**src/rtl/i2c_mm_pkg.sv**
```systemverilog
`timescale 1ns/1ps
package i2c_mm_pkg;

  typedef enum logic [1:0] {
    HOP_START = 2'd0,
    HOP_WRITE = 2'd1,
    HOP_READ  = 2'd2,
    HOP_STOP  = 2'd3
  } host_op_e;

  typedef enum logic [1:0] {
    BIT_START = 2'd0,
    BIT_STOP  = 2'd1,
    BIT_WR    = 2'd2,
    BIT_RD    = 2'd3
  } bit_op_e;

  // SDA falling while SCL stays high
  function automatic logic start_edge(logic sda_prev, logic sda_now,
                                      logic scl_prev, logic scl_now);
    return sda_prev & ~sda_now & scl_prev & scl_now;
  endfunction

  // SDA rising while SCL stays high
  function automatic logic stop_edge(logic sda_prev, logic sda_now,
                                     logic scl_prev, logic scl_now);
    return ~sda_prev & sda_now & scl_prev & scl_now;
  endfunction

  // bit number idx of a byte, counted from the MSB
  function automatic logic byte_bit(logic [7:0] b, logic [3:0] idx);
    return b[3'd7 - idx[2:0]];
  endfunction

  // released SDA seen low on a write bit: another master wins
  function automatic logic arb_hit(bit_op_e op, logic din, logic sda_line);
    return (op == BIT_WR) && din && !sda_line;
  endfunction

endpackage

```
**src/rtl/i2c_mm_bus_mon.sv**
```systemverilog
`timescale 1ns/1ps
module i2c_mm_bus_mon
  import i2c_mm_pkg::*;
(
  input  logic clk,
  input  logic rst_n,
  input  logic scl_raw,
  input  logic sda_raw,
  output logic scl_s,
  output logic sda_s,
  output logic busy
);
  logic [1:0] scl_ff, sda_ff;
  logic       scl_d, sda_d;
  logic       start_seen, stop_seen;

  assign scl_s      = scl_ff[1];
  assign sda_s      = sda_ff[1];
  assign start_seen = start_edge(sda_d, sda_s, scl_d, scl_s);
  assign stop_seen  = stop_edge(sda_d, sda_s, scl_d, scl_s);

  always_ff @(posedge clk or negedge rst_n) begin
    if (!rst_n) begin
      scl_ff <= 2'b11;
      sda_ff <= 2'b11;
      scl_d  <= 1'b1;
      sda_d  <= 1'b1;
      busy   <= 1'b0;
    end else begin
      scl_ff <= {scl_ff[0], scl_raw};
      sda_ff <= {sda_ff[0], sda_raw};
      scl_d  <= scl_s;
      sda_d  <= sda_s;
      if (start_seen)     busy <= 1'b1;
      else if (stop_seen) busy <= 1'b0;
    end
  end

  assert_busy_set_R8: assert property (@(posedge clk) disable iff (!rst_n)
    start_seen |=> busy);
  assert_busy_clr_R8: assert property (@(posedge clk) disable iff (!rst_n)
    stop_seen |=> !busy);

endmodule

```
**src/rtl/i2c_mm_bit_engine.sv**
```systemverilog
`timescale 1ns/1ps
module i2c_mm_bit_engine
  import i2c_mm_pkg::*;
#(
  parameter int unsigned HALF_CYC = 1000
) (
  input  logic    clk,
  input  logic    rst_n,
  input  logic    req,
  input  bit_op_e op,
  input  logic    din,
  input  logic    scl_s,
  input  logic    sda_s,
  output logic    done,
  output logic    dout,
  output logic    lost,
  output logic    scl_oe,
  output logic    sda_oe
);
  localparam int unsigned CW = $clog2(HALF_CYC + 1);

  typedef enum logic [2:0] {E_IDLE, E_LOW, E_RISE, E_HIGH, E_EDGE, E_TAIL} est_e;

  est_e          st;
  bit_op_e       cur_op;
  logic          cur_din;
  logic [CW-1:0] cnt;
  logic          cnt_end, is_data, arb_now, early_low;

  assign cnt_end   = (cnt == CW'(HALF_CYC - 1));
  assign is_data   = (cur_op == BIT_WR) || (cur_op == BIT_RD);
  assign arb_now   = (st == E_HIGH) && arb_hit(cur_op, cur_din, sda_s);
  assign early_low = (st == E_HIGH) && is_data && !scl_s && !arb_now;

  always_ff @(posedge clk or negedge rst_n) begin
    if (!rst_n) begin
      st      <= E_IDLE;
      cur_op  <= BIT_RD;
      cur_din <= 1'b1;
      cnt     <= '0;
      done    <= 1'b0;
      dout    <= 1'b1;
      lost    <= 1'b0;
      scl_oe  <= 1'b0;
      sda_oe  <= 1'b0;
    end else begin
      done <= 1'b0;
      lost <= 1'b0;
      unique case (st)
        E_IDLE: if (req) begin
          cur_op  <= op;
          cur_din <= din;
          cnt     <= '0;
          st      <= E_LOW;
          unique case (op)
            BIT_START: sda_oe <= 1'b0;
            BIT_STOP:  sda_oe <= 1'b1;
            BIT_WR:    sda_oe <= ~din;
            BIT_RD:    sda_oe <= 1'b0;
          endcase
        end
        E_LOW: begin
          if (cnt_end) begin
            cnt    <= '0;
            scl_oe <= 1'b0;
            st     <= E_RISE;
          end else cnt <= cnt + 1'b1;
        end
        E_RISE: if (scl_s) begin
          cnt <= '0;
          st  <= E_HIGH;
        end
        E_HIGH: begin
          if (arb_now) begin
            scl_oe <= 1'b0;
            sda_oe <= 1'b0;
            lost   <= 1'b1;
            done   <= 1'b1;
            st     <= E_IDLE;
          end else if (early_low || (cnt_end && is_data)) begin
            scl_oe <= 1'b1;
            dout   <= sda_s;
            done   <= 1'b1;
            st     <= E_IDLE;
          end else if (cnt_end) begin
            cnt    <= '0;
            sda_oe <= (cur_op == BIT_START);
            st     <= E_EDGE;
          end else cnt <= cnt + 1'b1;
        end
        E_EDGE: begin
          if (cnt_end) begin
            cnt <= '0;
            if (cur_op == BIT_START) begin
              scl_oe <= 1'b1;
              st     <= E_TAIL;
            end else begin
              done <= 1'b1;
              st   <= E_IDLE;
            end
          end else cnt <= cnt + 1'b1;
        end
        E_TAIL: begin
          if (cnt_end) begin
            done <= 1'b1;
            st   <= E_IDLE;
          end else cnt <= cnt + 1'b1;
        end
        default: st <= E_IDLE;
      endcase
    end
  end

  assert_sda_still_high_R2: assert property (@(posedge clk) disable iff (!rst_n)
    (st == E_HIGH && $past(st) == E_HIGH) |-> $stable(sda_oe));
  assert_stretch_wait_R5: assert property (@(posedge clk) disable iff (!rst_n)
    (st == E_RISE && !scl_s) |=> (st == E_RISE && !scl_oe && !done));
  assert_sync_pull_R6: assert property (@(posedge clk) disable iff (!rst_n)
    early_low |=> (scl_oe && done));
  assert_arb_withdraw_R7: assert property (@(posedge clk) disable iff (!rst_n)
    arb_now |=> (lost && !scl_oe && !sda_oe));

endmodule

```
**src/rtl/i2c_mm_byte_ctrl.sv**
```systemverilog
`timescale 1ns/1ps
module i2c_mm_byte_ctrl
  import i2c_mm_pkg::*;
(
  input  logic       clk,
  input  logic       rst_n,
  input  logic       cmd_valid,
  input  logic [1:0] cmd_op,
  input  logic [7:0] cmd_data,
  input  logic       cmd_last,
  output logic       cmd_ready,
  output logic       done,
  output logic [7:0] rx_data,
  output logic       ack_ok,
  output logic       arb_lost,
  input  logic       bus_busy,
  output logic       bit_req,
  output bit_op_e    bit_op,
  output logic       bit_din,
  input  logic       bit_done,
  input  logic       bit_dout,
  input  logic       bit_lost
);
  typedef enum logic [1:0] {B_IDLE, B_LAUNCH, B_WAIT} bst_e;

  bst_e       st;
  host_op_e   op_q;
  logic [7:0] data_q, shreg;
  logic       last_q, owner;
  logic [3:0] idx;
  bit_op_e    nx_op;
  logic       nx_din, start_blocked, byte_end;

  assign cmd_ready     = (st == B_IDLE);
  assign start_blocked = (st == B_LAUNCH) && (op_q == HOP_START) && bus_busy && !owner;
  assign byte_end      = (st == B_WAIT) && bit_done && !bit_lost && (idx == 4'd8) &&
                         (op_q == HOP_WRITE || op_q == HOP_READ);

  always_comb begin
    nx_op  = BIT_RD;
    nx_din = 1'b1;
    unique case (op_q)
      HOP_START: nx_op = BIT_START;
      HOP_STOP:  nx_op = BIT_STOP;
      HOP_WRITE: if (idx < 4'd8) begin
        nx_op  = BIT_WR;
        nx_din = byte_bit(data_q, idx);
      end
      HOP_READ: if (idx == 4'd8) begin
        nx_op  = BIT_WR;
        nx_din = last_q;
      end
    endcase
  end

  always_ff @(posedge clk or negedge rst_n) begin
    if (!rst_n) begin
      st       <= B_IDLE;
      op_q     <= HOP_START;
      data_q   <= '0;
      last_q   <= 1'b0;
      idx      <= '0;
      shreg    <= '0;
      owner    <= 1'b0;
      done     <= 1'b0;
      rx_data  <= '0;
      ack_ok   <= 1'b0;
      arb_lost <= 1'b0;
      bit_req  <= 1'b0;
      bit_op   <= BIT_RD;
      bit_din  <= 1'b1;
    end else begin
      bit_req  <= 1'b0;
      done     <= 1'b0;
      arb_lost <= 1'b0;
      unique case (st)
        B_IDLE: if (cmd_valid) begin
          op_q   <= host_op_e'(cmd_op);
          data_q <= cmd_data;
          last_q <= cmd_last;
          idx    <= '0;
          st     <= B_LAUNCH;
        end
        B_LAUNCH: if (!start_blocked) begin
          bit_req <= 1'b1;
          bit_op  <= nx_op;
          bit_din <= nx_din;
          st      <= B_WAIT;
        end
        B_WAIT: if (bit_done) begin
          if (bit_lost) begin
            owner    <= 1'b0;
            arb_lost <= 1'b1;
            done     <= 1'b1;
            st       <= B_IDLE;
          end else if (op_q == HOP_START || op_q == HOP_STOP) begin
            owner <= (op_q == HOP_START);
            done  <= 1'b1;
            st    <= B_IDLE;
          end else if (idx == 4'd8) begin
            if (op_q == HOP_WRITE) ack_ok <= ~bit_dout;
            else                   rx_data <= shreg;
            done <= 1'b1;
            st   <= B_IDLE;
          end else begin
            shreg <= {shreg[6:0], bit_dout};
            idx   <= idx + 4'd1;
            st    <= B_LAUNCH;
          end
        end
        default: st <= B_IDLE;
      endcase
    end
  end

  assert_no_start_busy_R9: assert property (@(posedge clk) disable iff (!rst_n)
    start_blocked |=> !bit_req);
  assert_byte_closes_R3: assert property (@(posedge clk) disable iff (!rst_n)
    byte_end |=> (done && cmd_ready));

endmodule

```
**src/rtl/i2c_mm_master.sv**
```systemverilog
`timescale 1ns/1ps
module i2c_mm_master
  import i2c_mm_pkg::*;
#(
  parameter int unsigned HALF_CYC = 1000
) (
  input  logic       clk,
  input  logic       rst_n,
  input  logic       cmd_valid,
  input  logic [1:0] cmd_op,
  input  logic [7:0] cmd_data,
  input  logic       cmd_last,
  output logic       cmd_ready,
  output logic       done,
  output logic [7:0] rx_data,
  output logic       ack_ok,
  output logic       arb_lost,
  output logic       bus_busy,
  input  logic       scl_i,
  input  logic       sda_i,
  output logic       scl_oe,
  output logic       sda_oe
);
  logic    scl_s, sda_s;
  logic    bit_req, bit_din, bit_done, bit_dout, bit_lost;
  bit_op_e bit_op;

  i2c_mm_bus_mon u_mon (
    .clk(clk), .rst_n(rst_n), .scl_raw(scl_i), .sda_raw(sda_i),
    .scl_s(scl_s), .sda_s(sda_s), .busy(bus_busy)
  );

  i2c_mm_bit_engine #(.HALF_CYC(HALF_CYC)) u_bit (
    .clk(clk), .rst_n(rst_n), .req(bit_req), .op(bit_op), .din(bit_din),
    .scl_s(scl_s), .sda_s(sda_s), .done(bit_done), .dout(bit_dout),
    .lost(bit_lost), .scl_oe(scl_oe), .sda_oe(sda_oe)
  );

  i2c_mm_byte_ctrl u_ctl (
    .clk(clk), .rst_n(rst_n), .cmd_valid(cmd_valid), .cmd_op(cmd_op),
    .cmd_data(cmd_data), .cmd_last(cmd_last), .cmd_ready(cmd_ready),
    .done(done), .rx_data(rx_data), .ack_ok(ack_ok), .arb_lost(arb_lost),
    .bus_busy(bus_busy), .bit_req(bit_req), .bit_op(bit_op), .bit_din(bit_din),
    .bit_done(bit_done), .bit_dout(bit_dout), .bit_lost(bit_lost)
  );

  assert_lost_with_done_R7: assert property (@(posedge clk) disable iff (!rst_n)
    arb_lost |-> (done && !scl_oe && !sda_oe));

endmodule

```
**config.mk**
```make
export PLATFORM = sky130hd
export DESIGN_NAME = i2c_mm_master
export DESIGN_NICKNAME = d
export VERILOG_FILES = /design/src/rtl/i2c_mm_pkg.sv /design/src/rtl/i2c_mm_bus_mon.sv /design/src/rtl/i2c_mm_bit_engine.sv /design/src/rtl/i2c_mm_byte_ctrl.sv /design/src/rtl/i2c_mm_master.sv
export SDC_FILE = /design/constraint.sdc
export NUM_CORES = 1
export LEC_CHECK = 0
export ABC_AREA = 0
export ABC_CLOCK_PERIOD_IN_PS = 1800
export BUFFER_PORTS_ARGS = -buffer_cell sky130_fd_sc_hd__buf_2
export CAP_MARGIN = 20
export CORE_MARGIN = 2
export CORE_UTILIZATION = 50
export CTS_BUF_LIST = sky130_fd_sc_hd__clkbuf_4 sky130_fd_sc_hd__clkbuf_8 sky130_fd_sc_hd__clkbuf_16
export DETAILED_ROUTE_END_ITERATION = 7
export PLACE_DENSITY = 0.72
export SETUP_SLACK_MARGIN = 0.4
export SYNTH_ARGS = -nofsm -noshare
export SYNTH_HDL_FRONTEND = slang
export SYNTH_SLANG_ARGS = --single-unit
```
**constraint.sdc**
```tcl
create_clock -name clk -period 1.8 [get_ports clk]
set_input_delay 0.36 -clock clk [delete_from_list [all_inputs] [get_ports clk]]
set_output_delay 0.36 -clock clk [all_outputs]
set_load 0.02 [all_outputs]
```
### After elaboration in Yosys (flattened, before gate mapping)

Cells that the tools add are included.

| operators by class | value |
|---|---|
| div/mod/pow operators | 0 |
| add/sub/neg operators | 3 |
| multipliers | 0 |
| bitwise logic cells | 16 |
| shift-type cells | 0 |
| equal/unequal tests | 36 |
| reduce and logical (&&, ||, !) cells | 44 |
| order comparisons | 2 |
| muxes and demuxes | 72 |

Operators by type and width:

| cell | number |
|---|---|
| $mux W10 | 6 |
| $pmux W10 S5 | 1 |
| $mux W1 | 36 |
| $reduce_and A6 Y1 | 5 |
| $mux W3 | 9 |
| $mux W4 | 5 |
| $ne A2 B2 Y1 const B | 10 |
| $pmux W3 S6 | 1 |
| $eq A2 B2 Y1 const B | 7 |
| $add A10 B1 Y10 const B | 1 |
| $eq A10 B10 Y1 const B | 1 |
| $logic_and A1 B1 Y1 | 10 |
| $mux W2 | 5 |
| $ne A2 B1 Y1 const B | 5 |
| $not A1 Y1 | 10 |
| $reduce_and A5 Y1 | 2 |
| $pmux W1 S3 | 3 |
| $reduce_and A3 Y1 | 3 |
| $logic_not A2 Y1 | 4 |
| $pmux W2 S4 | 1 |
| $pmux W4 S2 | 1 |
| $reduce_bool A2 Y1 | 4 |
| $and A1 B1 Y1 | 6 |
| $eq A2 B1 Y1 const B | 3 |
| other kinds (22) | 34 |

| storage, ports and cells | value |
|---|---|
| memories kept | 0 |
| bits of input ports | 16 |
| flip-flop bits (word level) | 69 |
| output and inout port bits | 15 |
| memory bits (writable) | 0 |
| latch bits | 0 |
| bits in read-only memories | 0 |
| word-level logic and storage cells | 201 |

### Longest topological paths before layout

Gate-level depths: netlist of run 1.

| logic depth | value |
|---|---|
| depth in word-level cells | 10 |
| gate-level depth with buffers | 7 |
| mapped depth without buffers | 7 |

### Modules after synthesis

Synthesis of run 1 repeated with hierarchy kept, for this count alone.

| unflattened totals | value |
|---|---|
| cells, all modules | 300 |
| area, all modules | 3,463.3 sq um |

By module, submodules not included:

| module | times used | cells an instance | sequential area each (sq um) | area an instance (sq um) |
|---|---|---|---|---|
| i2c_mm_byte_ctrl | 1 | 147 | 1,029.7 | 1,864.3 |
| i2c_mm_bit_engine | 1 | 141 | 530.5 | 1,378.8 |
| i2c_mm_bus_mon | 1 | 12 | 182.7 | 220.2 |

### Worst setup path after synthesis of run 1

OpenSTA, ideal clock, no wires.

| timing path | value |
|---|---|
| path kind | reg2reg |
| start | register u_ctl.op_q[1] |
| end | register u_ctl.shreg[2] |
| library setup time | 0.125 ns |
| path buffers | 1 |
| period minus slack after synthesis | 1.878 ns |
| data arrival time | 1.753 ns |
| path slack | -0.078 ns |
| cell stages (with the launch flop) | 7 |
| required time | 1.675 ns |
| path through | dfrtp_1 -> inv_1 -> ha_1 -> nand2b_1 -> nor3b_2 -> buf_2 -> mux2_2 |

| between the ends | value |
|---|---|
| cells in the longest elaborated chain, start to end | 4 |
| elaborated cells between the ends (all ways) | 5 |
| classes of those cells | eq/ne: 1; bitwise: 1; reduce/logical: 3 |

RTL lines:

| what | line | source |
|---|---|---|
| start, declared | i2c_mm_byte_ctrl.sv:27 | `host_op_e op_q;` |
| start signal, assigned | i2c_mm_byte_ctrl.sv:78 | `op_q <= host_op_e'(cmd_op);` |
| $eq A2 B2 Y1 or $logic_not A2 Y1 (tied branches) | i2c_mm_byte_ctrl.sv:96 | `end else if (op_q == HOP_START \|\| op_q == HOP_STOP) begin` |
| $logic_or A1 B1 Y1 * | i2c_mm_byte_ctrl.sv:96 |  |
| $not A1 Y1 (no line) * | - |  |
| $reduce_and A5 Y1 (no line) * | - |  |
| end signal, assigned | i2c_mm_byte_ctrl.sv:106 | `shreg <= {shreg[6:0], bit_dout};` |
| end, declared | i2c_mm_byte_ctrl.sv:28 | `logic [7:0] data_q, shreg;` |

Every way passes the cells marked *; elsewhere a longest branch is shown, timed or not.
A chain may end at the register's enable or synchronous reset.

### Worst setup path in the final report of run 1

| timing path | value |
|---|---|
| start | register u_bit.cnt[0] |
| end | register u_bit.cnt[3] |

| between the ends | value |
|---|---|
| cells in the longest elaborated chain, start to end | 5 |
| elaborated cells between the ends (all ways) | 12 |
| classes of those cells | add/sub: 1; eq/ne: 3; mux: 5; reduce/logical: 3 |

RTL lines:

| what | line | source |
|---|---|---|
| start, declared | i2c_mm_bit_engine.sv:27 | `logic [CW-1:0] cnt;` |
| start signal, assigned | i2c_mm_bit_engine.sv:67 | `end else cnt <= cnt + 1'b1;` |
| start signal, assigned | i2c_mm_bit_engine.sv:89 | `end else cnt <= cnt + 1'b1;` |
| start signal, assigned | i2c_mm_bit_engine.sv:101 | `end else cnt <= cnt + 1'b1;` |
| $add A10 B1 Y10 or $eq A10 B10 Y1 (tied branches) | - |  |
| $mux W10 or $logic_and A1 B1 Y1 (tied branches) | - |  |
| $mux W10 or $logic_or A1 B1 Y1 (tied branches) | i2c_mm_bit_engine.sv:80 | `end else if (early_low \|\| (cnt_end && is_data)) begin` |
| $mux W10 or $ne A2 B2 Y1 (tied branches) | - |  |
| $pmux W10 S5 or $reduce_and A6 Y1 (tied branches) | - |  |

Several ways; a longest one is shown, not always the timed one. The select of a mux whose other input is x is not followed.

==> impl_metrics.prom, run 1 <==
# TYPE chip_impl_metric gauge
chip_impl_metric{name="vias_in_the_first_global_route",unit=""} 2689
chip_impl_metric{name="yosys_warnings",unit=""} 0
chip_impl_info{name="worst_path_dominant_cell_family",value="compound AO/OA/AOI/OAI gates"} 1
chip_impl_metric{name="synth_top_cell_area_share",unit="%"} 41.9
chip_impl_metric{name="dpl-instance-area",unit="um2"} 3890
chip_impl_metric{name="initial_utilization",unit="%"} 52.1
chip_impl_metric{name="worst_slew_pin_slew",unit="ns"} 0.422
chip_impl_metric{name="power.static_leakage",unit="nW"} 2.24
chip_impl_info{name="path_cells",value="ha_4 -> nand4bb_4 -> buf_6 -> o31ai_4 -> nand2_2 -> a211o_1 -> a22o_1"} 1
chip_impl_metric{name="maxCapViolations",unit=""} 0
chip_impl_metric{name="postSynthRegisterBits",unit=""} 69
chip_impl_metric{name="dr.pass1.iters",unit=""} 7
chip_impl_metric{name="timing.clock.skew",unit="ns"} 0.00852
chip_impl_info{name="topRoutingLayerUsed",value="met4"} 1
chip_impl_metric{name="insertion_delay",unit="ns"} 0.35
chip_impl_metric{name="synthesis.nets",unit=""} 312
chip_impl_metric{name="power",unit="mW"} 6.15
chip_impl_metric{name="slew_headroom",unit="%"} 71.7
chip_impl_metric{name="worst-path-max-fanout",unit=""} 4
chip_impl_metric{name="ctsLongestPathBuffers",unit=""} 2
chip_impl_metric{name="fin_area",unit="um2"} 4760
chip_impl_metric{name="clock_sinks",unit=""} 69
chip_impl_metric{name="die_x",unit="um"} 85.8
chip_impl_metric{name="antenna_left",unit=""} 0
chip_impl_metric{name="globalRoute.totalOverflow",unit=""} 0
chip_impl_metric{name="timing.critical_path.required",unit="ns"} 2.04
chip_impl_metric{name="met1Wirelength",unit="um"} 3650
chip_impl_metric{name="wire_length_after_detailed_routing",unit="um"} 8450
chip_impl_metric{name="postCtsHoldBufs",unit=""} 0
chip_impl_metric{name="area_added_between_synthesis_and_finish",unit="%"} 42.3
chip_impl_metric{name="rows",unit=""} 29
chip_impl_metric{name="viasPerCell",unit=""} 5.79
chip_impl_metric{name="max_freq",unit="MHz"} 533
chip_impl_metric{name="slowest_delay",unit="ns"} 0.42
chip_impl_metric{name="route.detailed.wl_per_inst",unit="um"} 18.3
chip_impl_metric{name="post_synth_num_cell_types",unit=""} 55
chip_impl_metric{name="first_pass_grt_wire_length",unit="um"} 13000
chip_impl_info{name="failed_checks",value="design-rule violations, negative setup slack"} 1
chip_impl_metric{name="port_buffers",unit=""} 30
chip_impl_info{name="critical_path.startpoint_type",value="flop"} 1
chip_impl_metric{name="place.detailed.hpwl",unit="um"} 4680
chip_impl_metric{name="chipHeight",unit="um"} 85.8
chip_impl_metric{name="setup_viol",unit=""} 7
chip_impl_metric{name="postSynth.asyncResetShare",unit="%"} 100
chip_impl_metric{name="final_hold_vio_count",unit=""} 0
chip_impl_info{name="clock-root-buffer",value="clkbuf_8"} 1
chip_impl_metric{name="synth.yosys.seq_area_share",unit="%"} 52.1
chip_impl_metric{name="post_synthesis_cell_area",unit="um2"} 3350
chip_impl_metric{name="fp.dieArea",unit="um2"} 7360
chip_impl_info{name="synth_ff_type",value="dfrtp_1"} 1
chip_impl_metric{name="metal3_wl",unit="um"} 347
chip_impl_metric{name="grt_max_degree",unit=""} 70
chip_impl_info{name="hp-class",value="primary input to async pin"} 1
chip_impl_metric{name="antenna_cells_inserted",unit=""} 0
chip_impl_metric{name="layout-drive-gt1-share",unit="%"} 56.9
chip_impl_info{name="timing.critical_path.to_type",value="flop"} 1
chip_impl_info{name="path_class",value="flop to flop"} 1
chip_impl_metric{name="groute.usage.overall",unit="%"} 22.9
chip_impl_metric{name="ir_worst_vdd",unit="V"} 0.000717
chip_impl_metric{name="antenna_violations_before_repair",unit=""} 0
chip_impl_metric{name="clkTransAtPathRegs",unit="ns"} 0.07
chip_impl_info{name="yosys-top-cells-area",value="dfrtp_1 (42%), mux2_2 (11%), dfstp_2 (10%), o21ai_0 (3.6%), ha_1 (3.4%)"} 1
chip_impl_metric{name="cts-buffers-inserted",unit=""} 9
chip_impl_metric{name="finalWeightedCongestion",unit=""} 0.861
chip_impl_metric{name="pre_cts_ws",unit="ns"} -0.0351
chip_impl_metric{name="core",unit="um2"} 6420
chip_impl_info{name="critical-path-slowest-cell",value="dfrtp_1"} 1
chip_impl_metric{name="slew_viol_final",unit=""} 0
chip_impl_info{name="setup_repair_after_global_routing_missed_its_margin",value="yes"} 1
chip_impl_metric{name="number_of_enable_flip_flop_cells_after_synthesis",unit=""} 0
chip_impl_metric{name="drc",unit=""} 3
chip_impl_metric{name="wl_met2",unit="um"} 4290
chip_impl_metric{name="pwr_density_cell",unit="nW/um2"} 1290
chip_impl_metric{name="post_route_fraction_of_the_period_consumed_by_the_critical_path",unit="%"} 104
chip_impl_metric{name="nFillCells",unit=""} 397
chip_impl_metric{name="synth_area_per_inst",unit="um2"} 11.7
chip_impl_metric{name="timing.final.crit_period",unit="ns"} 1.87
chip_impl_metric{name="crit_path_dat",unit="ns"} 2.11
chip_impl_metric{name="crit_buf_inv",unit=""} 1
chip_impl_metric{name="vias",unit=""} 2674
chip_impl_metric{name="finalNetCount",unit=""} 405
chip_impl_info{name="cts_tree",value="yes"} 1
chip_impl_metric{name="synthCells",unit=""} 287
chip_impl_metric{name="dr_iter_0_viols",unit=""} 118
chip_impl_info{name="status",value="finished, violations left"} 1
chip_impl_metric{name="clock_tree.htree_level_count",unit=""} 3
chip_impl_metric{name="top_level_ports",unit=""} 31
chip_impl_metric{name="worst_slack",unit="ns"} -0.0749
chip_impl_info{name="yosys.area.top_type",value="dfrtp_1"} 1
[through the flow]
stage / TNS, ns / hold WS (ns) / std cells / utilization, %
6_report: -0.269 / 0.0223 / 462 / 74.1
5_1_grt: -0.865 / 0.0369 / 462 / 74.1
4_1_cts: -0.0103 / 0.0359 / 445 / 69.0
3_5_place_dp: -0.0708 / 0.347 / 417 / 60.5
3_3_place_gp: 0 / 0.346 / 417 / 60.5
2_1_floorplan: -0.0143 / 0.0644 / 287 / -
[registers in the layout, summed over array words and instances (netlist names), 2 cells and up]
register       flops
u_ctl.st           2
u_bit.st           3
u_ctl.shreg        8
u_ctl.data_q       8
u_bit.cur_op       2
u_ctl.op_q         2
u_ctl.idx          4
u_ctl.bit_op       2
u_ctl.rx_data      8
u_bit.cnt         10
u_mon.scl_ff       2
u_mon.sda_ff       2
[cell usage in the layout, fill, tap and decap left out, drive strengths merged, types with 2 or more instances in the layout]
cell     n
o21ai   25
dfrtp   56
and3     3
or2      2
a21oi   13
mux4     2
nand2   24
nand2b   2
buf     92
a21boi   2
a31oi    2
o41ai    2
a211o    3
nor2b    2
nor2    12
a21o     6
xor2     2
nor3     7
o31ai    9
nor3b    4
nand3b   4
nand4    3
inv     11
ha       9
bufinv   3
mux2    33
nand3   10
clkinv   4
dfstp   13
clkbuf   9
[area by class of cell]
class | count | area, um2 | share of cell area (%)
multi-input combinational | 197 | 1920 | 40.4
tap | 77 | 96.3 | 2.02
clock inverter | 7 | 114 | 2.39
sequential | 69 | 1750 | 36.7
timing repair buffer | 92 | 713 | 15.0
clock buffer | 9 | 124 | 2.60
inverter | 11 | 41.3 | 0.867
[cell usage after synthesis, drive strengths merged (2+ instances only)]
master	instances
nand4	3
nor2b	2
a211o	3
nand2b	2
ha	9
o31ai	9
dfstp	13
nand3	10
mux2	33
nand3b	4
and3	3
nor3	7
mux4	2
clkbuf	6
a21o	6
nor2	12
or2	2
nand2	24
a21boi	2
dfrtp	56
nor3b	4
a31oi	2
a21oi	13
o41ai	2
o21ai	25
inv	11
xor2	2
buf	4
[where the power goes]
group / total [mW] / internal, mW / leakage [nW] / switching, mW
sequential: 2.14 / 1.90 / 0.867 / 0.240
clock: 1.52 / 0.915 / 0.123 / 0.607
combinational: 2.49 / 1.32 / 1.25 / 1.16
[timing repair]
item                                    CTS  global route
gates resized for setup                  67            50
endpoints found under the setup margin   47            54
cloned                                    1             0
pin swaps                                16            14
endpoints found under the hold margin     0             0
setup buffers                            11            17
[per-layer routing]
layer	vias to the layer above	track usage, %
li1	1235	-
met4	0	8.51
met2	80	37.5
met1	1344	29.8
met5	-	0
met3	15	5.49
[final timing paths]
kind	start	endpoint	slack, ns	depth (start not counted)
min in group clk	scl_i	u_mon.scl_ff[0]$_DFF_PN1_	0.10	1
min reg2reg	u_mon.scl_ff[0]$_DFF_PN1_	u_mon.scl_ff[1]$_DFF_PN1_	0.36	0
max	u_bit.cnt[0]$_DFFE_PN0P_	u_bit.cnt[3]$_DFFE_PN0P_	-0.07	7
max reg2reg	u_bit.cnt[0]$_DFFE_PN0P_	u_bit.cnt[3]$_DFFE_PN0P_	-0.07	7
min	rst_n	u_ctl.rx_data[3]$_DFFE_PN0P_	0.02	2
max in group asynchronous	rst_n	u_ctl.bit_din$_DFFE_PN1P_	1.45	2
[kinds of logic (layout without fill, tap and decap cells)]
kind of cell,Yosys count,after routing,synth area share [%]
flip-flops,69,69,52.1
multiplexers,36,36,12.8
AND/OR/NAND/NOR,80,80,14.0
adder cells (fa/ha/maj),9,9,3.37
AO/OA/AOI/OAI,70,70,14.5
XOR/XNOR,2,2,0.524
buffers and inverters,21,119,2.77
Note: power is estimated with default switching activity, not from simulation.
==> run 2: changes to the inputs <==
Settings changed: CORE_MARGIN 2 to unset, CORE_UTILIZATION 50 to 53, PLACE_DENSITY 0.72 to 0.75, SYNTH_HIERARCHICAL set to 1.
==> run 2 against run 1 <==
First-iteration DRC count increased by 50%. Hold slack improved by 0.0021 ns. Highest routed layer unchanged. Die area decreased by 6.8%. Clock power decreased by 22%. Area after synthesis increased by 3.5%. Global-route usage increased by 1.8 points. Power decreased by 54%. The run ends with negative setup slack left. Flip-flop and latch count unchanged. Largest power group is now registers. Worst setup slack got worse by 0.064 ns. Design area increased by 2.8%. Synthesized cell count increased by 4.5%.
==> impl_metrics.prom, run 2 <==
# TYPE chip_impl_metric gauge
chip_impl_info{name="status",value="finished, violations left"} 1
chip_impl_info{name="failed_checks",value="negative setup slack"} 1
chip_impl_info{name="timing.critical_path.to_type",value="flop"} 1
chip_impl_info{name="path_class",value="flop to flop"} 1
chip_impl_metric{name="power.static_leakage",unit="nW"} 2.24
chip_impl_metric{name="clock_sinks",unit=""} 69
chip_impl_metric{name="postSynth.asyncResetShare",unit="%"} 100
chip_impl_metric{name="synth.yosys.seq_area_share",unit="%"} 50.3
chip_impl_metric{name="dpl-instance-area",unit="um2"} 4100
chip_impl_metric{name="place.detailed.hpwl",unit="um"} 4970
chip_impl_metric{name="vias_in_the_first_global_route",unit=""} 2804
chip_impl_metric{name="clkPwrFrac",unit="%"} 41.7
chip_impl_metric{name="top_level_ports",unit=""} 31
chip_impl_metric{name="seq_power_share",unit="%"} 55.4
chip_impl_info{name="largest_register",value="u_bit/cnt"} 1
chip_impl_metric{name="slew_viol_final",unit=""} 0
chip_impl_info{name="leading_cell_types_by_count_after_synthesis",value="dfrtp_1 (56), mux2_2 (31), o21ai_0 (18)"} 1
chip_impl_metric{name="nFillCells",unit=""} 369
chip_impl_metric{name="p_comb_share",unit="%"} 3.0
chip_impl_metric{name="timing.clock.skew",unit="ns"} 0.00844
chip_impl_metric{name="largest_register_ffs",unit=""} 10
chip_impl_metric{name="route.detailed.wl_per_inst",unit="um"} 18.6
chip_impl_metric{name="antenna_left",unit=""} 0
chip_impl_metric{name="dr_iter_0_viols",unit=""} 177
chip_impl_metric{name="globalRoute.totalOverflow",unit=""} 0
chip_impl_metric{name="clkTransAtPathRegs",unit="ns"} 0.08
chip_impl_info{name="yosys-top-cells-area",value="dfrtp_1 (40%), mux2_2 (10%), dfstp_2 (9.9%), ha_1 (2.9%), o21ai_0 (2.6%)"} 1
chip_impl_metric{name="die_x",unit="um"} 82.8
chip_impl_metric{name="finalWeightedCongestion",unit=""} 0.879
chip_impl_metric{name="first_pass_grt_wire_length",unit="um"} 13500
chip_impl_metric{name="wire_length_after_detailed_routing",unit="um"} 8920
chip_impl_metric{name="post_route_fraction_of_the_period_consumed_by_the_critical_path",unit="%"} 108
chip_impl_metric{name="synthesis.nets",unit=""} 324
chip_impl_info{name="hp-class",value="primary input to async pin"} 1
chip_impl_metric{name="insertion_delay",unit="ns"} 0.35
chip_impl_info{name="synth_ff_type",value="dfrtp_1"} 1
chip_impl_metric{name="post_synthesis_cell_area",unit="um2"} 3460
chip_impl_metric{name="post_synth_num_cell_types",unit=""} 71
chip_impl_metric{name="worst-path-max-fanout",unit=""} 5
chip_impl_info{name="yosys.area.top_type",value="dfrtp_1"} 1
chip_impl_metric{name="hold_ws",unit="ns"} 0.0243
chip_impl_metric{name="antenna_cells_inserted",unit=""} 0
chip_impl_metric{name="dr.pass1.iters",unit=""} 4
chip_impl_metric{name="internal-power",unit="mW"} 2.15
chip_impl_metric{name="initial_utilization",unit="%"} 54.9
chip_impl_metric{name="vias",unit=""} 2871
chip_impl_metric{name="number_of_enable_flip_flop_cells_after_synthesis",unit=""} 0
chip_impl_metric{name="clock_tree.htree_level_count",unit=""} 3
chip_impl_metric{name="ir_worst_vdd",unit="V"} 0.000650
chip_impl_info{name="final_common_cell",value="dfrtp_1"} 1
chip_impl_metric{name="setup_total_negative_slack",unit="ns"} -1.43
chip_impl_metric{name="crit_path_dat",unit="ns"} 2.22
chip_impl_info{name="clock-root-buffer",value="clkbuf_8"} 1
chip_impl_metric{name="grt_max_degree",unit=""} 70
chip_impl_metric{name="layout-drive-gt1-share",unit="%"} 53.6
chip_impl_metric{name="slew_headroom",unit="%"} 63.9
chip_impl_info{name="critical_path.startpoint_type",value="flop"} 1
chip_impl_metric{name="fin_area",unit="um2"} 4900
chip_impl_metric{name="finalNetCount",unit=""} 422
chip_impl_metric{name="post-route-util",unit="%"} 77.5
chip_impl_metric{name="pwr_density_cell",unit="nW/um2"} 582
chip_impl_metric{name="timing.final.crit_period",unit="ns"} 1.94
chip_impl_metric{name="rows",unit=""} 29
chip_impl_info{name="setup_repair_after_global_routing_missed_its_margin",value="yes"} 1
chip_impl_metric{name="postSynthRegisterBits",unit=""} 69
chip_impl_metric{name="worst_slack",unit="ns"} -0.139
chip_impl_metric{name="antenna_violations_before_repair",unit=""} 0
chip_impl_metric{name="synth_area_per_inst",unit="um2"} 11.5
chip_impl_metric{name="total_switching_power",unit="mW"} 0.697
chip_impl_info{name="layout_common_cells",value="dfrtp_1 (55), buf_4 (41), buf_2 (29)"} 1
chip_impl_metric{name="maxCapViolations",unit=""} 0
chip_impl_metric{name="max_freq",unit="MHz"} 516
chip_impl_metric{name="power.share.switching",unit="%"} 24.4
chip_impl_metric{name="viasPerCell",unit=""} 5.98
chip_impl_info{name="cts_tree",value="yes"} 1
chip_impl_metric{name="cts-buffers-inserted",unit=""} 9
chip_impl_metric{name="groute.usage.overall",unit="%"} 24.7
chip_impl_metric{name="port_buffers",unit=""} 30
chip_impl_metric{name="synth_top_cell_area_share",unit="%"} 40.5
chip_impl_metric{name="chipHeight",unit="um"} 82.8
chip_impl_metric{name="timing.critical_path.required",unit="ns"} 2.08
chip_impl_metric{name="fp.dieArea",unit="um2"} 6860
chip_impl_metric{name="area_added_between_synthesis_and_finish",unit="%"} 41.4
chip_impl_metric{name="setup_viol",unit=""} 20
chip_impl_metric{name="drc",unit=""} 0
chip_impl_metric{name="core",unit="um2"} 6310
chip_impl_metric{name="yosys_warnings",unit=""} 6
chip_impl_metric{name="ctsLongestPathBuffers",unit=""} 2
chip_impl_metric{name="power",unit="mW"} 2.85
chip_impl_info{name="post-synth-top-count-cell",value="dfrtp_1"} 1
chip_impl_metric{name="final_hold_vio_count",unit=""} 0
chip_impl_metric{name="worst_slew_pin_slew",unit="ns"} 0.539
chip_impl_metric{name="synthCells",unit=""} 300
[run 2: layout make-up]
type	instances	area (um2)	area share, %
Tap cell	77	96.3	1.97
Clock inverter	5	36.3	0.741
Timing Repair Buffer	98	807	16.5
Sequential cell	69	1740	35.6
Inverter	13	48.8	0.997
Multi-Input combinational cell	207	2020	41.2
Clock buffer	11	145	2.96
[run 2: what timing repair did]
item,in CTS,in global routing
pin swaps,17,22
buffers inserted,14,9
hold buffers,0,0
resized for setup,62,40
setup endpoints to repair,51,55
cloned,0,1
endpoints found under the hold margin,0,0
[run 2: final timing paths]
kind	startpoint	slack (ns)	endpoint	depth (start not counted)
min in group clk	sda_i	0.09	u_mon/sda_ff[0]$_DFF_PN1_	1
worst min-delay path	rst_n	0.02	u_ctl/arb_lost$_DFF_PN0_	2
max in group asynchronous	rst_n	1.46	u_mon/sda_d$_DFF_PN1_	2
worst max-delay path	u_bit/cnt[0]$_DFFE_PN0P_	-0.14	u_bit/cnt[9]$_DFFE_PN0P_	8
worst max register to register	u_bit/cnt[0]$_DFFE_PN0P_	-0.14	u_bit/cnt[9]$_DFFE_PN0P_	8
worst min register to register	u_mon/sda_ff[0]$_DFF_PN1_	0.36	u_mon/sda_ff[1]$_DFF_PN1_	0
[run 2: power by group through the flow]
stage	logic [mW]	registers (mW)	clock network, mW
finish	0.0845	1.58	1.19
global route	0.0952	1.58	1.26
CTS	0.0820	1.58	1.19
detailed placement	0.0798	1.60	0
global placement	0.0776	1.60	0
floorplan	0.0156	1.61	0
[run 2: logic make-up after synthesis]
group	count (synthesis)	synth area share, %
fa+ha+maj	8	2.89
simple gates	90	16.7
buf+inv	25	3.40
flops	69	50.3
mux	37	11.8
compound gates	71	14.9
[run 2: metal layers]
| layer | GRT usage [%] | wire length [um] | part of all wire (%) |
|---|---|---|---|
| met1 | 33.5 | 3850 | 43 |
| met4 | 7.52 | 229 | 2.6 |
| met3 | 6.56 | 474 | 5.3 |
| met2 | 38.9 | 4370 | 49 |
| met5 | 0 | 0 | 0 |
[run 2: stage by stage]
| step | setup slack, ns | instances |
|---|---|---|
| 2_1_floorplan | -0.117 | 300 |
| 3_3_place_gp | -0.100 | 440 |
| 3_5_place_dp | -0.243 | 440 |
| 4_1_cts | -0.0572 | 470 |
| 5_1_grt | -0.201 | 480 |
| 6_report | -0.139 | 480 |
[run 2: worst max-delay path, cell delays in order, from the launching register on]
cell	delay (ns)
dfrtp_1	0.42
ha_4	0.19
and4bb_2	0.27
nand3_4	0.11
buf_6	0.11
a21boi_4	0.07
buf_6	0.14
or4_1	0.47
o21ai_1	0.09
